File: src/rtl/dclvl_pkg.sv
package dclvl_pkg;
  localparam int OFF_W   = 16;
  localparam int SHIFT_W = 3;
  localparam int LEN_W   = 16;
  localparam int ADDR_W  = 3;
  localparam int BYTE_W  = 8;

  localparam logic [ADDR_W-1:0] A_OFF_LO = 3'd0;
  localparam logic [ADDR_W-1:0] A_OFF_HI = 3'd1;
  localparam logic [ADDR_W-1:0] A_CTRL   = 3'd2;
  localparam logic [ADDR_W-1:0] A_LEN_LO = 3'd3;
  localparam logic [ADDR_W-1:0] A_LEN_HI = 3'd4;

  typedef struct packed {
    logic [OFF_W-1:0]   offset;
    logic               gain16;
    logic               rectify;
    logic [SHIFT_W-1:0] shift;
    logic [LEN_W-1:0]   length;
  } cfg_t;
endpackage

File: src/rtl/dclvl_regs.sv
module dclvl_regs
  import dclvl_pkg::*;
(
  input  logic              clk,
  input  logic              rst_n,
  input  logic              we,
  input  logic [ADDR_W-1:0] addr,
  input  logic [BYTE_W-1:0] wdata,
  output cfg_t              cfg
);
  always_ff @(posedge clk or negedge rst_n) begin
    if (!rst_n) begin
      cfg <= '0;
    end else if (we) begin
      unique case (addr)
        A_OFF_LO: cfg.offset[BYTE_W-1:0]       <= wdata;
        A_OFF_HI: cfg.offset[OFF_W-1:BYTE_W]   <= wdata;
        A_CTRL: begin
          cfg.gain16  <= wdata[0];
          cfg.rectify <= wdata[1];
          cfg.shift   <= wdata[2 +: SHIFT_W];
        end
        A_LEN_LO: cfg.length[BYTE_W-1:0]       <= wdata;
        A_LEN_HI: cfg.length[LEN_W-1:BYTE_W]   <= wdata;
        default: ;
      endcase
    end
  end
endmodule

File: src/rtl/dclvl_cond.sv
module dclvl_cond
  import dclvl_pkg::*;
#(
  parameter int SAMPLE_W = 19
) (
  input  logic signed [SAMPLE_W-1:0] sample,
  input  cfg_t                       cfg,
  output logic signed [SAMPLE_W-1:0] term
);
  localparam int DW = SAMPLE_W + 2;
  localparam int GW = DW + 4;
  localparam logic signed [GW-1:0] SMAX = GW'((2 ** (SAMPLE_W - 1)) - 1);
  localparam logic signed [GW-1:0] SMIN = -GW'(2 ** (SAMPLE_W - 1));

  logic signed [GW-1:0] diff_w, diff_s, gain_w, gain_s, rect_v, shr_v;

  always_comb begin
    // offset subtraction with saturation
    diff_w = GW'(sample) - GW'($signed(cfg.offset));
    if (diff_w > SMAX)      diff_s = SMAX;
    else if (diff_w < SMIN) diff_s = SMIN;
    else                    diff_s = diff_w;
    // optional x16 gain with saturation
    gain_w = cfg.gain16 ? (diff_s <<< 4) : diff_s;
    if (gain_w > SMAX)      gain_s = SMAX;
    else if (gain_w < SMIN) gain_s = SMIN;
    else                    gain_s = gain_w;
    // optional rectifier
    if (cfg.rectify && gain_s < 0) rect_v = (gain_s == SMIN) ? SMAX : -gain_s;
    else                           rect_v = gain_s;
    // scaling shift
    shr_v = rect_v >>> cfg.shift;
    term  = shr_v[SAMPLE_W-1:0];
  end
endmodule

File: src/rtl/dclvl_integ.sv
module dclvl_integ
  import dclvl_pkg::*;
#(
  parameter int SAMPLE_W = 19,
  parameter int RES_W    = 24
) (
  input  logic                       clk,
  input  logic                       rst_n,
  input  logic                       start,
  input  logic                       take,
  input  logic signed [SAMPLE_W-1:0] term,
  input  logic [LEN_W-1:0]           length,
  output logic                       done,
  output logic signed [RES_W-1:0]    result
);
  localparam int ACC_W = SAMPLE_W + LEN_W + 1;
  localparam logic signed [ACC_W-1:0] RMAX = ACC_W'((2 ** (RES_W - 1)) - 1);
  localparam logic signed [ACC_W-1:0] RMIN = -ACC_W'(2 ** (RES_W - 1));

  logic                    running;
  logic [LEN_W-1:0]        cnt, len_q;
  logic signed [ACC_W-1:0] acc, sum;
  logic signed [RES_W-1:0] clamped;

  always_comb begin
    sum = acc + ACC_W'(term);
    if (sum > RMAX)      clamped = RMAX[RES_W-1:0];
    else if (sum < RMIN) clamped = RMIN[RES_W-1:0];
    else                 clamped = sum[RES_W-1:0];
  end

  always_ff @(posedge clk or negedge rst_n) begin
    if (!rst_n) begin
      running <= 1'b0;
      cnt     <= '0;
      len_q   <= '0;
      acc     <= '0;
      done    <= 1'b0;
      result  <= '0;
    end else begin
      done <= 1'b0;
      if (start) begin
        running <= 1'b1;
        cnt     <= '0;
        acc     <= '0;
        len_q   <= (length == '0) ? LEN_W'(1) : length;
      end else if (running && take) begin
        if (cnt == len_q - LEN_W'(1)) begin
          running <= 1'b0;
          done    <= 1'b1;
          result  <= clamped;
        end else begin
          acc <= sum;
          cnt <= cnt + LEN_W'(1);
        end
      end
    end
  end
endmodule

File: src/rtl/dclvl_acc.sv
module dclvl_acc
  import dclvl_pkg::*;
#(
  parameter int SAMPLE_W = 19,
  parameter int RES_W    = 24
) (
  input  logic                       clk,
  input  logic                       rst_n,
  input  logic                       cfg_we,
  input  logic [ADDR_W-1:0]          cfg_addr,
  input  logic [BYTE_W-1:0]          cfg_wdata,
  input  logic                       start,
  input  logic                       in_valid,
  output logic                       in_ready,
  input  logic signed [SAMPLE_W-1:0] in_sample,
  output logic                       done,
  output logic signed [RES_W-1:0]    result
);
  cfg_t                       cfg;
  logic signed [SAMPLE_W-1:0] term;

  assign in_ready = 1'b1;

  dclvl_regs u_regs (
    .clk(clk), .rst_n(rst_n), .we(cfg_we), .addr(cfg_addr),
    .wdata(cfg_wdata), .cfg(cfg)
  );

  dclvl_cond #(.SAMPLE_W(SAMPLE_W)) u_cond (
    .sample(in_sample), .cfg(cfg), .term(term)
  );

  dclvl_integ #(.SAMPLE_W(SAMPLE_W), .RES_W(RES_W)) u_integ (
    .clk(clk), .rst_n(rst_n), .start(start), .take(in_valid && in_ready),
    .term(term), .length(cfg.length), .done(done), .result(result)
  );
endmodule

File: config.mk
export PLATFORM = sky130hd
export DESIGN_NAME = dclvl_acc
export DESIGN_NICKNAME = d
export VERILOG_FILES = /design/src/rtl/dclvl_pkg.sv /design/src/rtl/dclvl_regs.sv /design/src/rtl/dclvl_cond.sv /design/src/rtl/dclvl_integ.sv /design/src/rtl/dclvl_acc.sv
export SDC_FILE = /design/constraint.sdc
export NUM_CORES = 1
export LEC_CHECK = 0
export ABC_AREA = 1
export BUFFER_PORTS_ARGS = -buffer_cell sky130_fd_sc_hd__buf_2
export CAP_MARGIN = 20
export CORE_ASPECT_RATIO = 2
export CORE_MARGIN = 5
export CORE_UTILIZATION = 46
export CTS_BUF_LIST = sky130_fd_sc_hd__clkbuf_2
export DETAILED_ROUTE_END_ITERATION = 16
export PLACE_DENSITY = 0.72
export SETUP_SLACK_MARGIN = 0.05
export SYNTH_ARGS = -nofsm -noshare
export SYNTH_HDL_FRONTEND = slang
export SYNTH_SLANG_ARGS = --single-unit
File: constraint.sdc
create_clock -name clk -period 8.6 [get_ports clk]
set_clock_uncertainty 0.15 [all_clocks]
set_input_delay 0.86 -clock clk [delete_from_list [all_inputs] [get_ports clk]]
set_output_delay 0.86 -clock clk [all_outputs]
set_load 0.02 [all_outputs]
======== Word-level counts from Yosys, hierarchy flattened ========
Index checks and enable logic that the tools add are counted.
W data, S select, Z words.
word-level totals
  register bits ........................... 131
  logic and storage cells ................. 70
operators by class
  add/subtract/negate cells ............... 5
  $lt $le $gt $ge ......................... 7
  equality and inequality tests ........... 7
  shift-type cells ........................ 1
  mux-type cells .......................... 22
  bitwise operators ....................... 1
  reductions and logical operators ........ 14
operators by type and width
  kind                     count
  $mux W25                 7
  $mux W36                 3
  $mux W16                 4
  $gt A25 B19 Y1 const B   2
  $lt A25 B19 Y1 const B   2
  $mux W24                 2
  $add A36 B19 Y36         1
  $gt A36 B24 Y1 const B   1
  $lt A36 B24 Y1 const B   1
  $eq A25 B19 Y1 const B   1
  $lt A25 B1 Y1 const B    1
  $neg A25 Y25             1
  $sshr A25 B3 Y19         1
  $sub A19 B16 Y20         1
  $add A16 B1 Y16 const B  1
  $eq A16 B16 Y1           1
  $logic_not A16 Y1        1
  $sub A16 B1 Y16 const B  1
  $reduce_and A2 Y1        7
  $eq A3 B2 Y1 const B     2
  $mux W1                  6
  $reduce_bool A2 Y1       2
  $eq A3 B1 Y1 const B     1
  $eq A3 B3 Y1 const B     1
  other kinds (5)          6

======== Logic depth before layout (Yosys ltp) ========
Gate-level depths: netlist (run 1).
  word-level depth ........................ 16
  depth in mapped cells ................... 68
  depth with buffers taken out ............ 66

======== By module ========
A second synthesis (run 1) with hierarchy kept.
unflattened totals
  cell total of the unflattened synthesis .. 2143
  area total of the unflattened synthesis .. 12913.6 um2
modules (own cells, without submodules)
  module       instances  cells an instance  area each (um2)  sequential area each (um2)
  dclvl_integ  1          1274               7937.6           2352.3
  dclvl_cond   1          697                3442.1           0.0
  dclvl_regs   1          170                1522.7           925.9
  dclvl_acc    1          2                  11.3             0.0

======== Worst setup path after synthesis (run 1) ========
OpenSTA, ideal clock, no wires.
  kind .................................... input -> register
  start point ............................. input port in_sample[0]
  end point ............................... register u_integ.result[10]
  setup time .............................. 0.120 ns
  arrival time ............................ 8.260 ns
  path slack .............................. 0.070 ns
  stages .................................. 58
  buffers on the path ..................... 3
  cell sequence ........................... inv_1 ha_1 fa_1 inv_1 nand3_1 nand3_2 nand2_1 nand3_1 nand2_1 nand2_2 nand2_1 nand2_1 nand2_1 o21ai_0 o2111ai_1 ha_1 nor2_1 clkbuf_1 [... 22 more ...] o21ai_0 a21oi_1 o21ai_0 a21boi_0 o21ai_0 nand2_1 nand2_1 nand2_1 nand2_1 inv_1 nand3_1 nor2_1 nand4_1 nand3_1 nand2_1 inv_2 buf_6 a21oi_2
on the way
  cells in the longest elaborated chain, start to end .. 16
RTL lines
  what                                                    line               source
  start: declaration                                      dclvl_acc.sv:15    input logic signed [SAMPLE_W-1:0] in_sample,
  $sub A19 B16 Y20 (*)                                    dclvl_cond.sv:19   diff_w = GW'(sample) - GW'($signed(cfg.offset));
  $lt A25 B19 Y1                                          dclvl_cond.sv:21   else if (diff_w < SMIN) diff_s = SMIN;
  $mux W25                                                dclvl_cond.sv:21
  $mux W25 (*)                                            dclvl_cond.sv:20   if (diff_w > SMAX) diff_s = SMAX;
  $mux W25 (*)                                            dclvl_cond.sv:24   gain_w = cfg.gain16 ? (diff_s <<< 4) : diff_s;
  $lt A25 B19 Y1                                          dclvl_cond.sv:26   else if (gain_w < SMIN) gain_s = SMIN;
  $mux W25                                                dclvl_cond.sv:26
  $mux W25 (*)                                            dclvl_cond.sv:25   if (gain_w > SMAX) gain_s = SMAX;
  $neg A25 Y25 (tied with other cells)                    dclvl_cond.sv:29   if (cfg.rectify && gain_s < 0) rect_v = (gain_s == SMIN) ? SMAX : -gain_s;
  $mux W25 / $logic_and A1 B1 Y1 (equally long branches)  dclvl_cond.sv:29
  $mux W25 (*)                                            dclvl_cond.sv:29
  $sshr A25 B3 Y19 (*)                                    dclvl_cond.sv:32   shr_v = rect_v >>> cfg.shift;
  $add A36 B19 Y36 (*)                                    dclvl_integ.sv:26  sum = acc + ACC_W'(term);
  $lt A36 B24 Y1                                          dclvl_integ.sv:28  else if (sum < RMIN) clamped = RMIN[RES_W-1:0];
  $mux W24                                                dclvl_integ.sv:28
  $mux W24 (*)                                            dclvl_integ.sv:27  if (sum > RMAX) clamped = RMAX[RES_W-1:0];
  end signal: assignment                                  dclvl_integ.sv:51  result <= clamped;
  end: declaration                                        dclvl_integ.sv:14  output logic signed [RES_W-1:0] result
Mark *: on every way between the ends. The rest lies on a longest branch, timed or not.
A chain may end at the register's enable or synchronous reset.

======== Final worst setup path (run 1) ========
  start point ............................. register u_regs.cfg[29] (netlist name)
  end point ............................... register u_integ.result[21]
on the way
  cells in the longest elaborated chain, start to end .. 16
RTL lines
  what                                                    line
  $sub A19 B16 Y20 (*)                                    dclvl_cond.sv:19
  $lt A25 B19 Y1                                          dclvl_cond.sv:21
  $mux W25                                                dclvl_cond.sv:21
  $mux W25 (*)                                            dclvl_cond.sv:20
  $mux W25 (*)                                            dclvl_cond.sv:24
  $lt A25 B19 Y1                                          dclvl_cond.sv:26
  $mux W25                                                dclvl_cond.sv:26
  $mux W25 (*)                                            dclvl_cond.sv:25
  $neg A25 Y25 (tied with other cells)                    dclvl_cond.sv:29
  $mux W25 / $logic_and A1 B1 Y1 (equally long branches)  dclvl_cond.sv:29
  $mux W25 (*)                                            dclvl_cond.sv:29
  $sshr A25 B3 Y19 (*)                                    dclvl_cond.sv:32
  $add A36 B19 Y36 (*)                                    dclvl_integ.sv:26
  $lt A36 B24 Y1                                          dclvl_integ.sv:28
  $mux W24                                                dclvl_integ.sv:28
  $mux W24 (*)                                            dclvl_integ.sv:27
Marked as above.

==> results.cfg, run 1 <==
[yosys]
synthArstFlopShare_pct = 100.0
netlist_instances = 1614
synth_top_area_share_pct = 29.98
synth-edff-count = 0
synth.avg_cell_area_sq_um = 6.775
yosysTopAreaCell = dfrtp_1
synthTopCellsByArea = dfrtp_1 30%, nand2_1 16%, ha_1 6.8%, nand3_1 6.4%, o21ai_0 6.0%
ys_seq_elements = 131
synth_warnings = 0
synth_cell_types = 53
syn_nets = 1710
yosysSeqAreaShare_pct = 29.98
ys.flop_type = dfrtp_1
netlist_area_sq_um = 10930

[detailed_routing]
routed_wirelength_microns = 33470
met1_length_microns = 11400
wl_met3_microns = 1011
dr.pass1.iters = 13
highest_layer = met4
drcViolationCount = 1
via_per_inst = 5.433
ant_nets = 0
wl_met2_microns = 18580
drt_iter0_markers = 666
via_count = 11730
wire_per_inst_microns = 15.50

[die]
fp-row-count = 79
ios = 61
die_area_sq_um = 27140
start_util_pct = 46.87
core_sq_um = 23330
die_height_microns = 228.0
die_width_microns = 119.0

[min_path]
whs_endpoint = u_regs.cfg[15]
min_path_cells = 3
holdCritStartpoint = cfg_wdata[7]
min_path_type = primary input to flop

[setup_path]
reg2regPathDepth = 58
rr_endpoint = u_integ.result[21]
worst-r2r-setup-slack_ns = 0.45
slowest_delay_ns = 0.46
cp_common_cell = nand2_1
path_class = flop to flop
critPathLaunchType = flop
r2r_start = u_regs.cfg[29]
crit_path_end_kind = flop
cp.arrival_ns = 8.66
cp_slowest_cell = dfrtp_1
crit_required_ns = 9.11
critPathMaxFanout = 8

[run_status]
violations = DRC
status = finished, violations left

[power_and_ir_drop]
ir_drop_v = 0.0001546
finalPower_w = 0.005502
leakagePower_nw = 7.130
powerDensity_nw_per_um2 = 399.3

[grt]
grtUsageTotal_pct = 23.30
grt_pass1_wl_microns = 51780
antenna_found_initial = 1
grt_pass1_vias = 11350
overflow = 0
grt_max_degree = 70

[timing]
setup_viol = 0
fin_crit_ns = 8.148
finalHoldViolCount = 0
max_freq_mhz = 122.7
relSlewSlack_pct = 40.03
worstMarginPinSlew_ns = 0.8996
slew_viol_final = 0
final.period_utilization_pct = 94.75

[placed_design]
dp_hpwl_microns = 25550
gp_congestion = 0.9717
io_buffers = 59

[clocking]
cts_sinks = 131
cts.reportedPaths.clkPinSlew_ns = 0.26
cts_tree = built
root_buffer = clkbuf_2
numCtsBuffers = 17
cts_buffer_depth = 2
clock_latency_ns = 0.79
htree_levels = 4

[flow_run]
cap_violations = 0

[cells_and_area]
final_nets = 1958
utilization_pct = 59.07
area_delta_synth_final_pct = 26.02
drive_gt1_share_pct = 25.44
==> cell usage in the layout (no fill, tap or decap), types with 17 or more instances in the layout <==
cell type,Yosys,final
inv_1,157,146
o21ai_1,3,17
a21oi_2,24,36
nor3_1,20,20
a21oi_1,79,66
nor2_1,130,121
o21ai_0,130,110
nand3_1,140,137
clkbuf_2,0,17
nand2_2,7,20
dfrtp_1,131,130
ha_1,59,41
buf_2,6,58
nand4_1,21,21
xor2_1,43,43
buf_4,2,213
xnor2_1,27,26
nand2_1,471,454
==> worst max path at each step <==
stage / startpoint / end / slack, ns / depth (start not counted)
final: u_regs.cfg[29] / u_integ.result[21] / 0.45 / 58
after global routing: u_regs.cfg[36] / u_integ.result[19] / -0.02 / 59
after CTS: u_regs.cfg[36] / u_integ.result[17] / 0.07 / 56
after detailed placement: in_sample[9] / u_integ.result[13] / -0.34 / 60
after global placement: in_sample[9] / u_integ.result[2] / -0.12 / 58
after floorplan: in_sample[0] / u_integ.result[10] / 0.07 / 58
==> power by group <==
| group | internal [W] | leakage [nW] | switching, W |
|---|---|---|---|
| Sequential | 0.000752 | 1.71 | 0.000115 |
| Combinational | 0.00183 | 5.29 | 0.00243 |
| Clock | 0.0000903 | 0.130 | 0.000285 |
| Total | 0.00267 | 7.13 | 0.00283 |
==> metrics by stage <==
step / instances / cell area, sq um / setup slack (ns) / hold slack, ns / TNS (ns)
after global routing: 2159 / 13780 / -0.02252 / 0.1917 / -0.1708
after global placement: 2107 / 12860 / -0.1187 / 0.3143 / -2.342
after CTS: 2140 / 13090 / 0.06589 / 0.1810 / 0
after detailed placement: 2107 / 12860 / -0.3415 / 0.3158 / -7.341
after floorplan: 1614 / 10930 / 0.06965 / 0.3030 / 0
final: 2159 / 13780 / 0.4518 / 0.2270 / 0
==> flip-flops by register name, summed over array words and instances, names as in the netlist <==
| signal | count |
|---|---|
| u_integ.acc | 36 |
| u_integ.cnt | 16 |
| u_integ.done | 1 |
| u_regs.cfg | 37 |
| u_integ.running | 1 |
| u_integ.result | 24 |
| u_integ.len_q | 16 |
==> cell usage after synthesis, types with 21 or more instances <==
cell	count
nor2_1	130
o21ai_0	130
a21oi_2	24
inv_1	157
a21oi_1	79
xor2_1	43
ha_1	59
nand2_1	471
xnor2_1	27
dfrtp_1	131
nand4_1	21
nand3_1	140
clkbuf_1	30
==> worst max-delay path: cells and delay by family, from the launching register on <==
| family | cells | cell delay, ns |
|---|---|---|
| AOI/OAI and AO/OA | 10 | 1.64 |
| DFF | 1 | 0.46 |
| xor gates and xnor gates | 1 | 0.19 |
| buffers and inverters | 9 | 1.37 |
| adders and majority gates | 3 | 0.88 |
| and+or+nand+nor | 35 | 3.31 |
==> area by class of cell <==
class / count / area [sq um]
Fill cell: 2150 / 9548
Multi-Input combinational cell: 1265 / 7241
Sequential cell: 131 / 3279
Timing Repair Buffer: 280 / 2046
Inverter: 167 / 636.9
Tap cell: 283 / 354.1
Clock inverter: 15 / 135.1
Clock buffer: 17 / 85.08
Antenna cell: 1 / 2.502
==> cells by family (layout without fill, tap and decap cells) <==
group | count (synthesis) | after routing | synth area share (%)
flops | 131 | 131 | 29.98
other cells | 1 | 2 | 0.03430
compound gates | 277 | 277 | 14.44
xor+xnor | 70 | 70 | 5.607
buf+inv | 220 | 479 | 8.296
fa+ha+maj | 61 | 61 | 7.118
mux | 6 | 6 | 0.5607
simple gates | 848 | 850 | 33.96
==> routing by layer <==
layer  global-route usage [%]  up-vias
met5                        0        -
met4                    14.87        0
met3                    2.650      157
met2                    46.01      315
met1                    21.90     5437
li1                         -     5821
==> timing repair <==
item	in CTS	in global routing
hold endpoints to repair	62	0
hold buffers	1	0
buffers inserted	0	11
endpoints found under the setup margin	0	30
gates resized for setup	0	132
(Power assumes the default switching activity.)
==> run 2: changes to the inputs <==
Settings changed: BUFFER_PORTS_ARGS -buffer_cell sky130_fd_sc_hd__buf_2 to -buffer_cell sky130_fd_sc_hd__buf_4, CAP_MARGIN 20 to 10.
==> results.cfg, run 2 (same netlist as run 1, synthesis figures left out) <==
[run_status]
status = finished clean

[timing]
fin_crit_ns = 8.086
slew_viol_final = 0
relSlewSlack_pct = 23.13
final.period_utilization_pct = 94.03
setup_slack_ns = 0.5136
finalHoldViolCount = 0
max_freq_mhz = 123.7
worstMarginPinSlew_ns = 1.150
setup_viol = 0

[cells_and_area]
layout_common_cells = 459 x nand2_1, 284 x buf_4, 151 x inv_1
area_delta_synth_final_pct = 27.97
fill_cells = 2217
design_area_sq_um = 13990
drive_gt1_share_pct = 25.04
largest_reg_flops = 37
final_common_cell = nand2_1
largestRegisters = u_regs.cfg: 37 flops, u_integ.acc: 36 flops, u_integ.result: 24 flops
regMostFlops = u_regs.cfg
final_nets = 1972

[clocking]
cts_buffer_depth = 2
root_buffer = clkbuf_2
htree_levels = 4
clock_latency_ns = 0.80
numCtsBuffers = 17
cts_tree = built
cts.reportedPaths.clkPinSlew_ns = 0.26
cts_sinks = 131

[die]
ios = 61
core_sq_um = 23330
die_height_microns = 228.0
fp-row-count = 79
start_util_pct = 46.87
die_area_sq_um = 27140
die_width_microns = 119.0

[detailed_routing]
ant_nets = 0
via_per_inst = 5.379
drcViolationCount = 0
dr.pass1.iters = 5
via_count = 11690
routed_wirelength_microns = 33080
drt_iter0_markers = 495
wire_per_inst_microns = 15.22

[min_path]
min_path_cells = 3
min_path_type = primary input to flop

[placed_design]
dp_hpwl_microns = 25960
io_buffers = 59
place_area_sq_um = 13130
gp_congestion = 0.9811
post-place-ws_ns = -0.4564

[grt]
grt_pass1_vias = 11630
antenna_found_initial = 1
grtUsageTotal_pct = 23.69
overflow = 0
grt_max_degree = 67
grt_pass1_wl_microns = 52900

[setup_path]
critical_path.top_delay_family = simple AND/OR/NAND/NOR gates
crit_required_ns = 9.19
crit_buf_inv = 13
crit_path_end_kind = flop
reg2regPathDepth = 54
cp_slowest_cell = dfrtp_1
crit_cells = 54
slowest_delay_ns = 0.45
cp.arrival_ns = 8.67
path_class = flop to flop
cp_common_cell = nand2_1
critPathLaunchType = flop
critPathMaxFanout = 11

[flow_run]
cap_violations = 0

[power_and_ir_drop]
leakagePower_nw = 7.238
ir_drop_v = 0.0001597
finalPower_w = 0.005656
powerDensity_nw_per_um2 = 404.2
## run 2: report_power, final
part           internal, W  switching (W)  leakage (nW)  total, W
clock network     0.000127       0.000289         0.160  0.000415
registers         0.000752       0.000117          1.71  0.000868
logic              0.00193        0.00244          5.36   0.00437
## run 2: cell type report
type	instances	area, sq um	area share, %
Multi-Input combinational cell	1264	7146	51.07
Sequential cell	131	3278	23.43
Timing Repair Buffer	295	2308	16.50
Inverter	167	640.6	4.578
Tap cell	283	354.1	2.531
Clock inverter	15	177.7	1.270
Clock buffer	17	85.08	0.6081
Antenna cell	1	2.502	0.01788
## run 2: final timing paths
path	startpoint	endpoint	slack, ns
max reg2reg	u_regs.cfg[34]	u_integ.result[8]	0.51
min reg2reg	u_regs.cfg[4]	u_integ.len_q[4]	0.37
min in group asynchronous	rst_n	u_regs.cfg[31]	0.41
max in group asynchronous	rst_n	u_integ.acc[12]	6.58
min	cfg_wdata[6]	u_regs.cfg[6]	0.21
max	u_regs.cfg[34]	u_integ.result[8]	0.51
## run 2: worst register-to-register path: cells and delay by family, from the launching register on
kind	cells	cell delay, ns
buffers and inverters	13	1.83
xor gates and xnor gates	1	0.17
AOI/OAI and AO/OA	12	2.17
and+or+nand+nor	25	2.41
adders and majority gates	3	0.88
DFF	1	0.45
## run 2: layer usage
layer | wire length (microns) | GRT usage, %
met1 | 11250 | 21.66
met2 | 18610 | 47.33
met3 | 796 | 2.600
met4 | 2426 | 15.52
met5 | 0 | 0
## run 2: timing repair
item                                    CTS  global route
gates resized for setup                   1           111
hold buffers                              1             0
endpoints found under the hold margin    65             0
cloned                                    0             4
endpoints found under the setup margin    2            28
pin swaps                                 0            36
setup buffers                             0            14
## run 2: through the flow
step | setup TNS (ns) | cells | hold slack (ns) | util [%]
global placement | -5.157 | 2121 | 0.3180 | 56.30
detailed placement | -10.08 | 2121 | 0.3213 | 56.30
CTS | 0 | 2154 | 0.1894 | 57.47
global route | -0.2085 | 2173 | 0.1951 | 59.98
finish | 0 | 2173 | 0.2119 | 59.98
floorplan | 0 | 1614 | 0.3030 | -
